File: config.mk
export PLATFORM = sky130hd
export DESIGN_NAME = hb_xlate
export DESIGN_NICKNAME = d
export VERILOG_FILES = /design/src/rtl/hbx_pkg.sv /design/src/rtl/hbx_cfg_encode.sv /design/src/rtl/hbx_decode.sv /design/src/rtl/hbx_lanes.sv /design/src/rtl/hbx_bm.sv /design/src/rtl/hb_xlate.sv
export SDC_FILE = /design/constraint.sdc
export NUM_CORES = 1
export LEC_CHECK = 0
export ABC_AREA = 0
export BUFFER_PORTS_ARGS = -buffer_cell sky130_fd_sc_hd__buf_2
export CORE_ASPECT_RATIO = 1.4
export CORE_MARGIN = 5
export CORE_UTILIZATION = 28
export CTS_BUF_LIST = sky130_fd_sc_hd__clkbuf_16
export DETAILED_ROUTE_END_ITERATION = 8
export PLACE_DENSITY_LB_ADDON = 0.08
export SETUP_SLACK_MARGIN = 0.4
export SYNTH_ARGS = -nofsm -noshare
export SYNTH_HDL_FRONTEND = slang
export SYNTH_SLANG_ARGS = --single-unit
File: constraint.sdc
create_clock -name clk -period 5.6 [get_ports clk]
set_input_delay 1.68 -clock clk [delete_from_list [all_inputs] [get_ports clk]]
set_output_delay 1.68 -clock clk [all_outputs]
set_load 0.03 [all_outputs]
File: src/rtl/hbx_pkg.sv
package hbx_pkg;

    localparam int AW        = 32;
    localparam int DW        = 32;
    localparam int NLANE     = 8;
    localparam int LDW       = NLANE * 8;
    localparam int SEL_LSB   = 11;
    localparam int SEL_BITS  = 11;
    localparam int IDX_W     = $clog2(SEL_BITS + 1);
    localparam int PORT_W    = 16;
    localparam int SP_KEEP   = 5;
    localparam int SP_PAGE   = 12;
    localparam int SP_PGBITS = PORT_W - SP_KEEP;

    localparam logic [AW-1:0] CFG_BASE  = 32'h8080_0000;
    localparam logic [AW-1:0] CFG_SPAN  = 32'h0040_0000;
    localparam logic [AW-1:0] IO_BASE   = 32'h8000_0000;
    localparam logic [AW-1:0] IO_SPAN   = 32'h0080_0000;
    localparam logic [AW-1:0] MEM_BASE  = 32'hC000_0000;
    localparam logic [AW-1:0] MEM_SPAN  = 32'h3F00_0000;
    localparam logic [AW-1:0] BM_SPLIT  = 32'h8000_0000;

    typedef enum logic [1:0] {
        KIND_CFG = 2'd0,
        KIND_IO  = 2'd1,
        KIND_MEM = 2'd2
    } kind_e;

    typedef enum logic [1:0] {
        BM_NONE   = 2'd0,
        BM_PCIMEM = 2'd1,
        BM_SYSMEM = 2'd2
    } bm_tgt_e;

    typedef struct packed {
        logic          hit;
        kind_e         kind;
        logic [AW-1:0] addr;
    } xlate_t;

    function automatic logic in_window(logic [AW-1:0] a, logic [AW-1:0] base,
                                       logic [AW-1:0] span);
        return (a >= base) && ((a - base) < span);
    endfunction

    function automatic logic [3:0] size_mask(logic [1:0] size);
        case (size)
            2'd0:    return 4'b0001;
            2'd1:    return 4'b0011;
            default: return 4'b1111;
        endcase
    endfunction

    function automatic logic [DW-1:0] byte_expand(logic [3:0] m);
        logic [DW-1:0] r;
        for (int i = 0; i < 4; i++) r[8*i +: 8] = {8{m[i]}};
        return r;
    endfunction

    function automatic logic [AW-1:0] sparse_fold(logic [AW-1:0] off);
        logic [AW-1:0] r;
        r = '0;
        r[SP_KEEP-1:0]          = off[SP_KEEP-1:0];
        r[SP_KEEP +: SP_PGBITS] = off[SP_PAGE +: SP_PGBITS];
        return r;
    endfunction

endpackage

File: src/rtl/hbx_cfg_encode.sv
module hbx_cfg_encode #(
    parameter int SEL_BITS = 11,
    parameter int IDX_W    = $clog2(SEL_BITS + 1)
) (
    input  logic [SEL_BITS-1:0] sel,
    output logic [IDX_W-1:0]    idx
);
    always_comb begin
        idx = IDX_W'(SEL_BITS);
        for (int i = SEL_BITS - 1; i >= 0; i--) begin
            if (sel[i]) idx = IDX_W'(i);
        end
    end
endmodule

File: src/rtl/hbx_decode.sv
module hbx_decode
    import hbx_pkg::*;
(
    input  logic [AW-1:0] addr,
    input  logic          sparse,
    output xlate_t        xo
);
    logic [IDX_W-1:0] dev_idx;
    logic [AW-1:0]    io_off;

    hbx_cfg_encode #(.SEL_BITS(SEL_BITS), .IDX_W(IDX_W)) u_enc (
        .sel (addr[SEL_LSB +: SEL_BITS]),
        .idx (dev_idx)
    );

    assign io_off = addr - IO_BASE;

    always_comb begin
        xo.hit  = 1'b0;
        xo.kind = KIND_MEM;
        xo.addr = '0;
        if (in_window(addr, CFG_BASE, CFG_SPAN)) begin
            xo.hit  = 1'b1;
            xo.kind = KIND_CFG;
            xo.addr = (AW'(dev_idx) << SEL_LSB) | AW'(addr[SEL_LSB-1:0]);
        end else if (in_window(addr, IO_BASE, IO_SPAN)) begin
            xo.hit  = 1'b1;
            xo.kind = KIND_IO;
            xo.addr = sparse ? sparse_fold(io_off) : AW'(io_off[PORT_W-1:0]);
        end else if (in_window(addr, MEM_BASE, MEM_SPAN)) begin
            xo.hit  = 1'b1;
            xo.kind = KIND_MEM;
            xo.addr = addr - MEM_BASE;
        end
    end
endmodule

File: src/rtl/hbx_lanes.sv
module hbx_lanes
    import hbx_pkg::*;
(
    input  logic [1:0]       req_size,
    input  logic [1:0]       req_off,
    input  logic [DW-1:0]    req_wdata,
    output logic [NLANE-1:0] req_be,
    output logic [LDW-1:0]   req_lanes,
    input  logic [1:0]       rsp_size,
    input  logic [1:0]       rsp_off,
    input  logic [LDW-1:0]   rsp_lanes,
    output logic [DW-1:0]    rsp_data
);
    logic [3:0] wmask, rmask;
    logic       unused_top;

    assign wmask     = size_mask(req_size);
    assign rmask     = size_mask(rsp_size);
    assign req_be    = NLANE'({4'b0000, wmask}) << req_off;
    assign req_lanes = LDW'(req_wdata & byte_expand(wmask)) << {req_off, 3'b000};
    assign rsp_data  = rsp_lanes[{rsp_off, 3'b000} +: DW] & byte_expand(rmask);
    assign unused_top = ^rsp_lanes[LDW-1:LDW-8];
endmodule

File: src/rtl/hbx_bm.sv
module hbx_bm
    import hbx_pkg::*;
(
    input  logic          clk,
    input  logic          rst,
    input  logic          bm_valid,
    input  logic [AW-1:0] bm_addr,
    output logic          out_valid,
    output bm_tgt_e       out_tgt,
    output logic [AW-1:0] out_addr
);
    always_ff @(posedge clk) begin
        if (rst) begin
            out_valid <= 1'b0;
            out_tgt   <= BM_NONE;
            out_addr  <= '0;
        end else begin
            out_valid <= bm_valid;
            if (bm_valid) begin
                if (bm_addr >= BM_SPLIT) begin
                    out_tgt  <= BM_SYSMEM;
                    out_addr <= bm_addr - BM_SPLIT;
                end else if (bm_addr < MEM_SPAN) begin
                    out_tgt  <= BM_PCIMEM;
                    out_addr <= bm_addr;
                end else begin
                    out_tgt  <= BM_NONE;
                    out_addr <= '0;
                end
            end
        end
    end

    AST_BM_ONE_CYCLE: assert property (@(posedge clk) disable iff (rst)
        bm_valid |=> out_valid);
    AST_BM_PCI_BOUND: assert property (@(posedge clk) disable iff (rst)
        out_valid && out_tgt == BM_PCIMEM |-> out_addr < MEM_SPAN);
endmodule

File: src/rtl/hb_xlate.sv
module hb_xlate
    import hbx_pkg::*;
(
    input  logic             clk,
    input  logic             rst,
    input  logic             io_sparse,
    input  logic             cpu_valid,
    output logic             cpu_ready,
    input  logic             cpu_we,
    input  logic [1:0]       cpu_size,
    input  logic [AW-1:0]    cpu_addr,
    input  logic [DW-1:0]    cpu_wdata,
    output logic             rsp_valid,
    output logic             rsp_err,
    output logic [DW-1:0]    rsp_rdata,
    output logic             dn_valid,
    input  logic             dn_ready,
    output logic [1:0]       dn_kind,
    output logic             dn_we,
    output logic [AW-1:0]    dn_addr,
    output logic [NLANE-1:0] dn_be,
    output logic [LDW-1:0]   dn_wdata,
    input  logic             dn_ack,
    input  logic [LDW-1:0]   dn_rdata,
    input  logic             bm_valid,
    input  logic [AW-1:0]    bm_addr,
    output logic             bm_out_valid,
    output logic [1:0]       bm_out_tgt,
    output logic [AW-1:0]    bm_out_addr
);
    typedef enum logic {ST_IDLE, ST_WAIT} state_e;

    state_e           state;
    xlate_t           xl;
    kind_e            kind_q;
    bm_tgt_e          bm_tgt;
    logic [1:0]       off_q, size_q;
    logic [NLANE-1:0] be_n;
    logic [LDW-1:0]   lanes_n;
    logic [DW-1:0]    rd_steer;
    logic             accept;

    hbx_decode u_dec (.addr(cpu_addr), .sparse(io_sparse), .xo(xl));

    hbx_lanes u_lanes (
        .req_size (cpu_size),  .req_off (xl.addr[1:0]), .req_wdata (cpu_wdata),
        .req_be   (be_n),      .req_lanes (lanes_n),
        .rsp_size (size_q),    .rsp_off (off_q),        .rsp_lanes (dn_rdata),
        .rsp_data (rd_steer)
    );

    hbx_bm u_bm (
        .clk (clk), .rst (rst), .bm_valid (bm_valid), .bm_addr (bm_addr),
        .out_valid (bm_out_valid), .out_tgt (bm_tgt), .out_addr (bm_out_addr)
    );

    assign bm_out_tgt = bm_tgt;
    assign dn_kind    = kind_q;
    assign cpu_ready  = (state == ST_IDLE) && !rsp_valid;
    assign accept     = cpu_valid && cpu_ready;

    always_ff @(posedge clk) begin
        if (rst) begin
            state     <= ST_IDLE;
            dn_valid  <= 1'b0;
            kind_q    <= KIND_CFG;
            dn_we     <= 1'b0;
            dn_addr   <= '0;
            dn_be     <= '0;
            dn_wdata  <= '0;
            off_q     <= '0;
            size_q    <= '0;
            rsp_valid <= 1'b0;
            rsp_err   <= 1'b0;
            rsp_rdata <= '0;
        end else begin
            rsp_valid <= 1'b0;
            rsp_err   <= 1'b0;
            case (state)
                ST_IDLE: if (accept) begin
                    if (xl.hit) begin
                        state    <= ST_WAIT;
                        dn_valid <= 1'b1;
                        kind_q   <= xl.kind;
                        dn_we    <= cpu_we;
                        dn_addr  <= {xl.addr[AW-1:2], 2'b00};
                        dn_be    <= be_n;
                        dn_wdata <= lanes_n;
                        off_q    <= xl.addr[1:0];
                        size_q   <= cpu_size;
                    end else begin
                        rsp_valid <= 1'b1;
                        rsp_err   <= 1'b1;
                        rsp_rdata <= '1;
                    end
                end
                ST_WAIT: begin
                    if (dn_valid) begin
                        if (dn_ready) dn_valid <= 1'b0;
                    end else if (dn_ack) begin
                        state     <= ST_IDLE;
                        rsp_valid <= 1'b1;
                        rsp_rdata <= dn_we ? '0 : rd_steer;
                    end
                end
                default: state <= ST_IDLE;
            endcase
        end
    end

    AST_BUSY_BLOCKS: assert property (@(posedge clk) disable iff (rst)
        dn_valid |-> !cpu_ready);
    AST_DN_HOLD: assert property (@(posedge clk) disable iff (rst)
        dn_valid && !dn_ready |=> dn_valid && $stable(dn_addr) && $stable(dn_be));
    AST_ERR_PULSE: assert property (@(posedge clk) disable iff (rst)
        rsp_err |=> !rsp_err);
    AST_ERR_ALL_ONES: assert property (@(posedge clk) disable iff (rst)
        rsp_err |-> rsp_valid && rsp_rdata == '1);
    AST_MISS_NO_DN: assert property (@(posedge clk) disable iff (rst)
        accept && !xl.hit |=> !dn_valid);
    AST_LANE_COUNT: assert property (@(posedge clk) disable iff (rst)
        dn_valid |-> ($countones(dn_be) == 1 || $countones(dn_be) == 2
                      || $countones(dn_be) == 4));
endmodule

Word level (Yosys, flattened, before mapping)

Index checks and enable logic that the tools add are counted.

Shifts and indexed selects: 3
$add $sub $neg: 4
Bitwise operators: 4
Muxes and demuxes: 42
Equal/unequal tests: 7
Reduce and logical (&&, ||, !) cells: 12
Order comparisons: 8

Operator list:

| cell                                                       | number |
|---|---|
| 2-to-1 mux 32 bit                                          | 7 |
| greater-or-equal comparator 32 bit (second input constant) | 4 |
| subtractor 32 bit (second input constant)                  | 4 |
| 2-to-1 mux 35 bit                                          | 3 |
| bitwise AND 32 bit                                         | 2 |
| < comparator 32 x 30 -> 1 bit (second input constant)      | 2 |
| one-hot mux 32 bit (2 select lines)                        | 1 |
| indexed part select 64 x 6 -> 32 bit                       | 1 |
| << shifter 64 x 5 -> 64 bit                                | 1 |
| 2-to-1 mux 4 bit                                           | 10 |
| < comparator 32 x 23 -> 1 bit (second input constant)      | 1 |
| < comparator 32 x 24 -> 1 bit (second input constant)      | 1 |
| 2-to-1 mux 16 bit                                          | 1 |
| one-hot mux 4 bit (2 select lines)                         | 2 |
| bitwise OR 15 x 11 -> 15 bit                               | 1 |
| 2-to-1 mux 1 bit                                           | 14 |
| inequality test 2 bit (second input constant)              | 4 |
| << shifter 4 x 2 -> 8 bit                                  | 1 |
| one-hot mux 1 bit (2 select lines)                         | 3 |
| logical AND 1 bit                                          | 5 |
| == test 2 x 1 -> 1 bit (second input constant)             | 2 |
| zero test 2 bit                                            | 2 |
| AND reduction 4 bit                                        | 1 |
| AND reduction 3 bit                                        | 1 |
| 6 further kinds                                            | 6 |

Bits in registers: 180
Output and inout port bits: 178
Input bits: 170
Logic and storage cells: 95

Logic depth before layout (Yosys ltp)

Word-level depth: 16
Mapped depth: 10
Gate-level depth less buffers: 8

Modules after synthesis

Synthesis repeated with hierarchy kept, for this count alone.

Cell total of the unflattened synthesis: 1201
Area, all modules: 10053.4 µm²

By module, submodules not included:

| module         | cells an instance | times used | sequential area each (µm²) | area an instance (µm²) |
|---|---|---|---|---|
| hb_xlate       | 636               | 1          | 2902.8                     | 5417.7 |
| hbx_lanes      | 217               | 1          | 0.0                        | 1926.8 |
| hbx_bm         | 217               | 1          | 700.7                      | 1839.3 |
| hbx_decode     | 114               | 1          | 0.0                        | 759.5 |
| hbx_cfg_encode | 17                | 1          | 0.0                        | 110.1 |

Least setup slack after synthesis

OpenSTA, ideal clock, no wires.

Path type: input -> register
Start point: in cpu_addr[24]
End point: reg dn_wdata[24]
Data required time: 5483 ps
Path buffers: 1
Arrival time: 3928 ps
Setup slack: 1555 ps
Setup time: 117 ps
Cell stages on the path: 9
Path through: inv_1 ha_1 nand4bb_1 or4_1 a2111oi_4 o21ai_1 buf_2 a211o_1 a32o_1

Longest elaborated chain between the ends: 7
Elaborated cells on any way between the ends: 17
Those cells by class: 3 x add/sub; 6 x order compare; 1 x shift; 3 x mux; 4 x reduce/logical

RTL lines:

| item                                                               | RTL line         | RTL |
|---|---|---|
| start: declaration                                                 | hb_xlate.sv:11   | `input logic [AW-1:0] cpu_addr,` |
| subtractor 32 bit                                                  | hbx_pkg.sv:43    | `return (a >= base) && ((a - base) < span);` |
| < comparator 32 x 30 -> 1 bit                                      | hbx_pkg.sv:43    |  |
| logical AND 1 bit                                                  | hbx_pkg.sv:43    |  |
| 2-to-1 mux 35 bit                                                  | hbx_decode.sv:30 | `end else if (in_window(addr, MEM_BASE, MEM_SPAN)) begin` |
| 2-to-1 mux 35 bit                                                  | hbx_decode.sv:26 | `end else if (in_window(addr, IO_BASE, IO_SPAN)) begin` |
| 2-to-1 mux 35 bit *                                                | hbx_decode.sv:22 | `if (in_window(addr, CFG_BASE, CFG_SPAN)) begin` |
| << shifter 64 x 5 -> 64 bit or AND reduction 3 bit (tied branches) | --               |  |
| end signal: assignment                                             | hb_xlate.sv:88   | `dn_wdata <= lanes_n;` |
| end: declaration                                                   | hb_xlate.sv:22   | `output logic [LDW-1:0] dn_wdata,` |

Every way passes the cells marked *; elsewhere a longest branch is shown, timed or not.
A chain may end at the register's enable or synchronous reset.

Worst setup path after layout

Start point: in cpu_addr[24]
End point: reg dn_wdata[19]

The elaborated chain is that of the path after synthesis.

==> run metrics <==
Seq/Total Area, Yosys 40.6%; Post-route DRC 0; #FFs+latches synth 171; post-cts sizing count 0; routability cong. 0.814; placed inst area 10,300 um^2; 1st-pass router iterations 5; share of cells above drive strength 1 35.5%; crit path time final 4350 ps; max_cap viols 0; Max clock buf depth 2; crit path launch type primary input; Ys Warns 0; GRT Total Usage 18.9%; HPWL after DPL 24.2 mm; Worst Tran Pin Value 1160 ps; area of the die 33,700 um^2; global-route wire length before repair 50.0 mm; Routed Antenna Nets 0; largest net degree at the start of global routing 74; Max VDD drop 212 uV; # Post-CTS Setup Buffers 0; post-route cell area 10,900 um^2; max-slew violations 0; Nets 1,397; top cell type's share of synthesized area 40.6%; Hold Crit Start dn_wdata[7]; Final TNS setup 0 ps; cts hold-fix bufs 0; vias in the first global route 8,304; Worst-Skew Late Latency 440 ps; clock transition at the registers of the reported paths 70 ps; Synth Instances 944; cell taking the most area after synthesis dfxtp_1; relative slew slack 22.3%; Die Span X 157 um; worst min-delay path category reg2reg; initial antenna violation count 3; ranking of synthesized cells by area dfxtp_1 41%, mux4_2 8.5%, a21oi_1 7.0%, nor3_1 4.2%, nor2_1 4.2%; Core Area 29,800 um^2; Power Dens Cells 288 nW/um^2; leakage 4.73 nW; root buffer cell clkbuf_16; Worst EP arrival 4740 ps; Top FF cell, synth dfxtp_1; Crit Path Max Fanout 11; setup violators final 0; H-tree levels 4; Initial Util 28.3%; Cell variety after synth 63; final wirelength 32.4 mm; WL per Instance 20.0 um; Critical Path Sink Type register; critical path startpoint cpu_addr[24]; CTS buffer count 17; status complete, no violations; grt ovf 0; io pins 348; filler cell count 3,220; Syn Area/Cell 8.93 um^2; Clock Sinks 171; FP Rows 75; Die Y 215 um; Async S/R FF share, synth 0%; Syn Std Cell Area 8430 um^2; Vias per Instance 5.09; Period Utilization, post-route 77.7%; number of synthesized flops with an enable pin 0; worst setup path class in2reg; number of DRC markers in iteration 0 454; clock skew 6.51 ps; area grow syn2layout 29.7%; RSZ-0062 raised after global routing false; Max Freq 0.230 GHz; CTS tree done; I/O Buffers 328; critical path required time 5990 ps; endpoints failing hold 0; vias post-DR 8,260; RR Startpoint state
-- cell usage in the layout, fill, tap and decap left out, drive strengths merged, types with 15 or more instances in the layout --
cell,netlist,layout
a211oi,18,18
a21oi,118,118
a22o,23,23
a22oi,16,16
buf,36,342
clkbuf,57,17
dfxtp,171,171
inv,10,15
mux4,32,32
nand2,69,69
nand3,24,24
nor2,94,94
nor2b,34,34
nor3,73,73
o21ai,25,25
-- state kept, by name, summed over array words and instances (netlist names) --
signal,count
dn_we,1
size_q,2
u_bm.out_addr,32
dn_valid,1
state,1
dn_addr,30
dn_wdata,56
rsp_valid,1
dn_kind,2
u_bm.out_tgt,2
u_bm.out_valid,1
dn_be,7
rsp_rdata,32
rsp_err,1
off_q,2
-- path summary, 6_finish.rpt --
kind / end / slack, ps / depth (start not counted)
setup / recovery: dn_wdata[19] / 1250 / 9
hold / removal: dn_wdata[7] / 450 / 2
setup reg to reg: dn_wdata[19] / 3420 / 6
hold reg to reg: dn_wdata[7] / 450 / 2
-- cells in the mapped netlist (11+ instances only) --
library cell  instances
a22oi_1              16
nor3_1               71
o21ai_0              23
mux2_2               11
mux4_2               32
a22o_1               23
a211oi_1             18
nand2_1              68
clkbuf_1             56
buf_4                11
nor2b_1              34
a21oi_1             118
dfxtp_1             171
buf_2                17
nor2_1               94
nand3_1              24
-- layout make-up --
| class | instances | area (um^2) | area share (%) |
|---|---|---|---|
| clock inverters | 15 | 195 | 1.78 |
| flip-flops and latches | 171 | 3420 | 31.3 |
| diodes | 2 | 5.00 | 0.0458 |
| clock buffers | 17 | 425 | 3.89 |
| inverters | 11 | 41.3 | 0.377 |
| multi-input cells | 679 | 4600 | 42.1 |
| repair buffers | 342 | 1760 | 16.1 |
| well taps | 385 | 482 | 4.40 |
-- where the power goes --
group	switching, W	internal (W)	leakage (nW)
Clock	0.000535	0.000747	0.301
Combinational	0.000370	0.000193	3.03
Sequential	0.0000324	0.00127	1.40
-- kinds of logic after synthesis --
group	count (synthesis)	synth area share [%]
compound gates	262	21.0
xor+xnor	1	0.104
fa+ha+maj	5	0.742
buf+inv	104	5.56
flops	171	40.6
mux	56	11.7
other cells	1	0.0445
simple gates	344	20.2
-- through the flow --
stage / worst slack [ps] / hold slack, ps / power (W) / util, % / instances
2_1_floorplan: 1550 / 433 / 0.00169 / - / 954
6_report: 1250 / 448 / 0.00315 / 36.7 / 1622
5_1_grt: 1090 / 464 / 0.00330 / 36.7 / 1622
4_1_cts: 1260 / 451 / 0.00320 / 36.6 / 1620
3_5_place_dp: 775 / 442 / 0.00190 / 34.6 / 1588
3_3_place_gp: 802 / 440 / 0.00190 / 34.6 / 1588
-- metal layers --
metal / part of all wire, % / track usage, % / up-vias
li1: - / - / 4007
met1: 41 / 22.9 / 3918
met2: 49 / 31.4 / 304
met3: 8.7 / 5.98 / 29
met4: 1.8 / 6.54 / 2
met5: 0.040 / 0 / -
-- critical path, stage by stage --
cell,delay (ps)
buf_2,130
inv_1,70
ha_1,270
nand4bb_1,120
or4_1,590
a2111oi_4,660
o21ai_1,490
nor4_4,500
a221o_1,220
(Power assumes the default switching activity.)
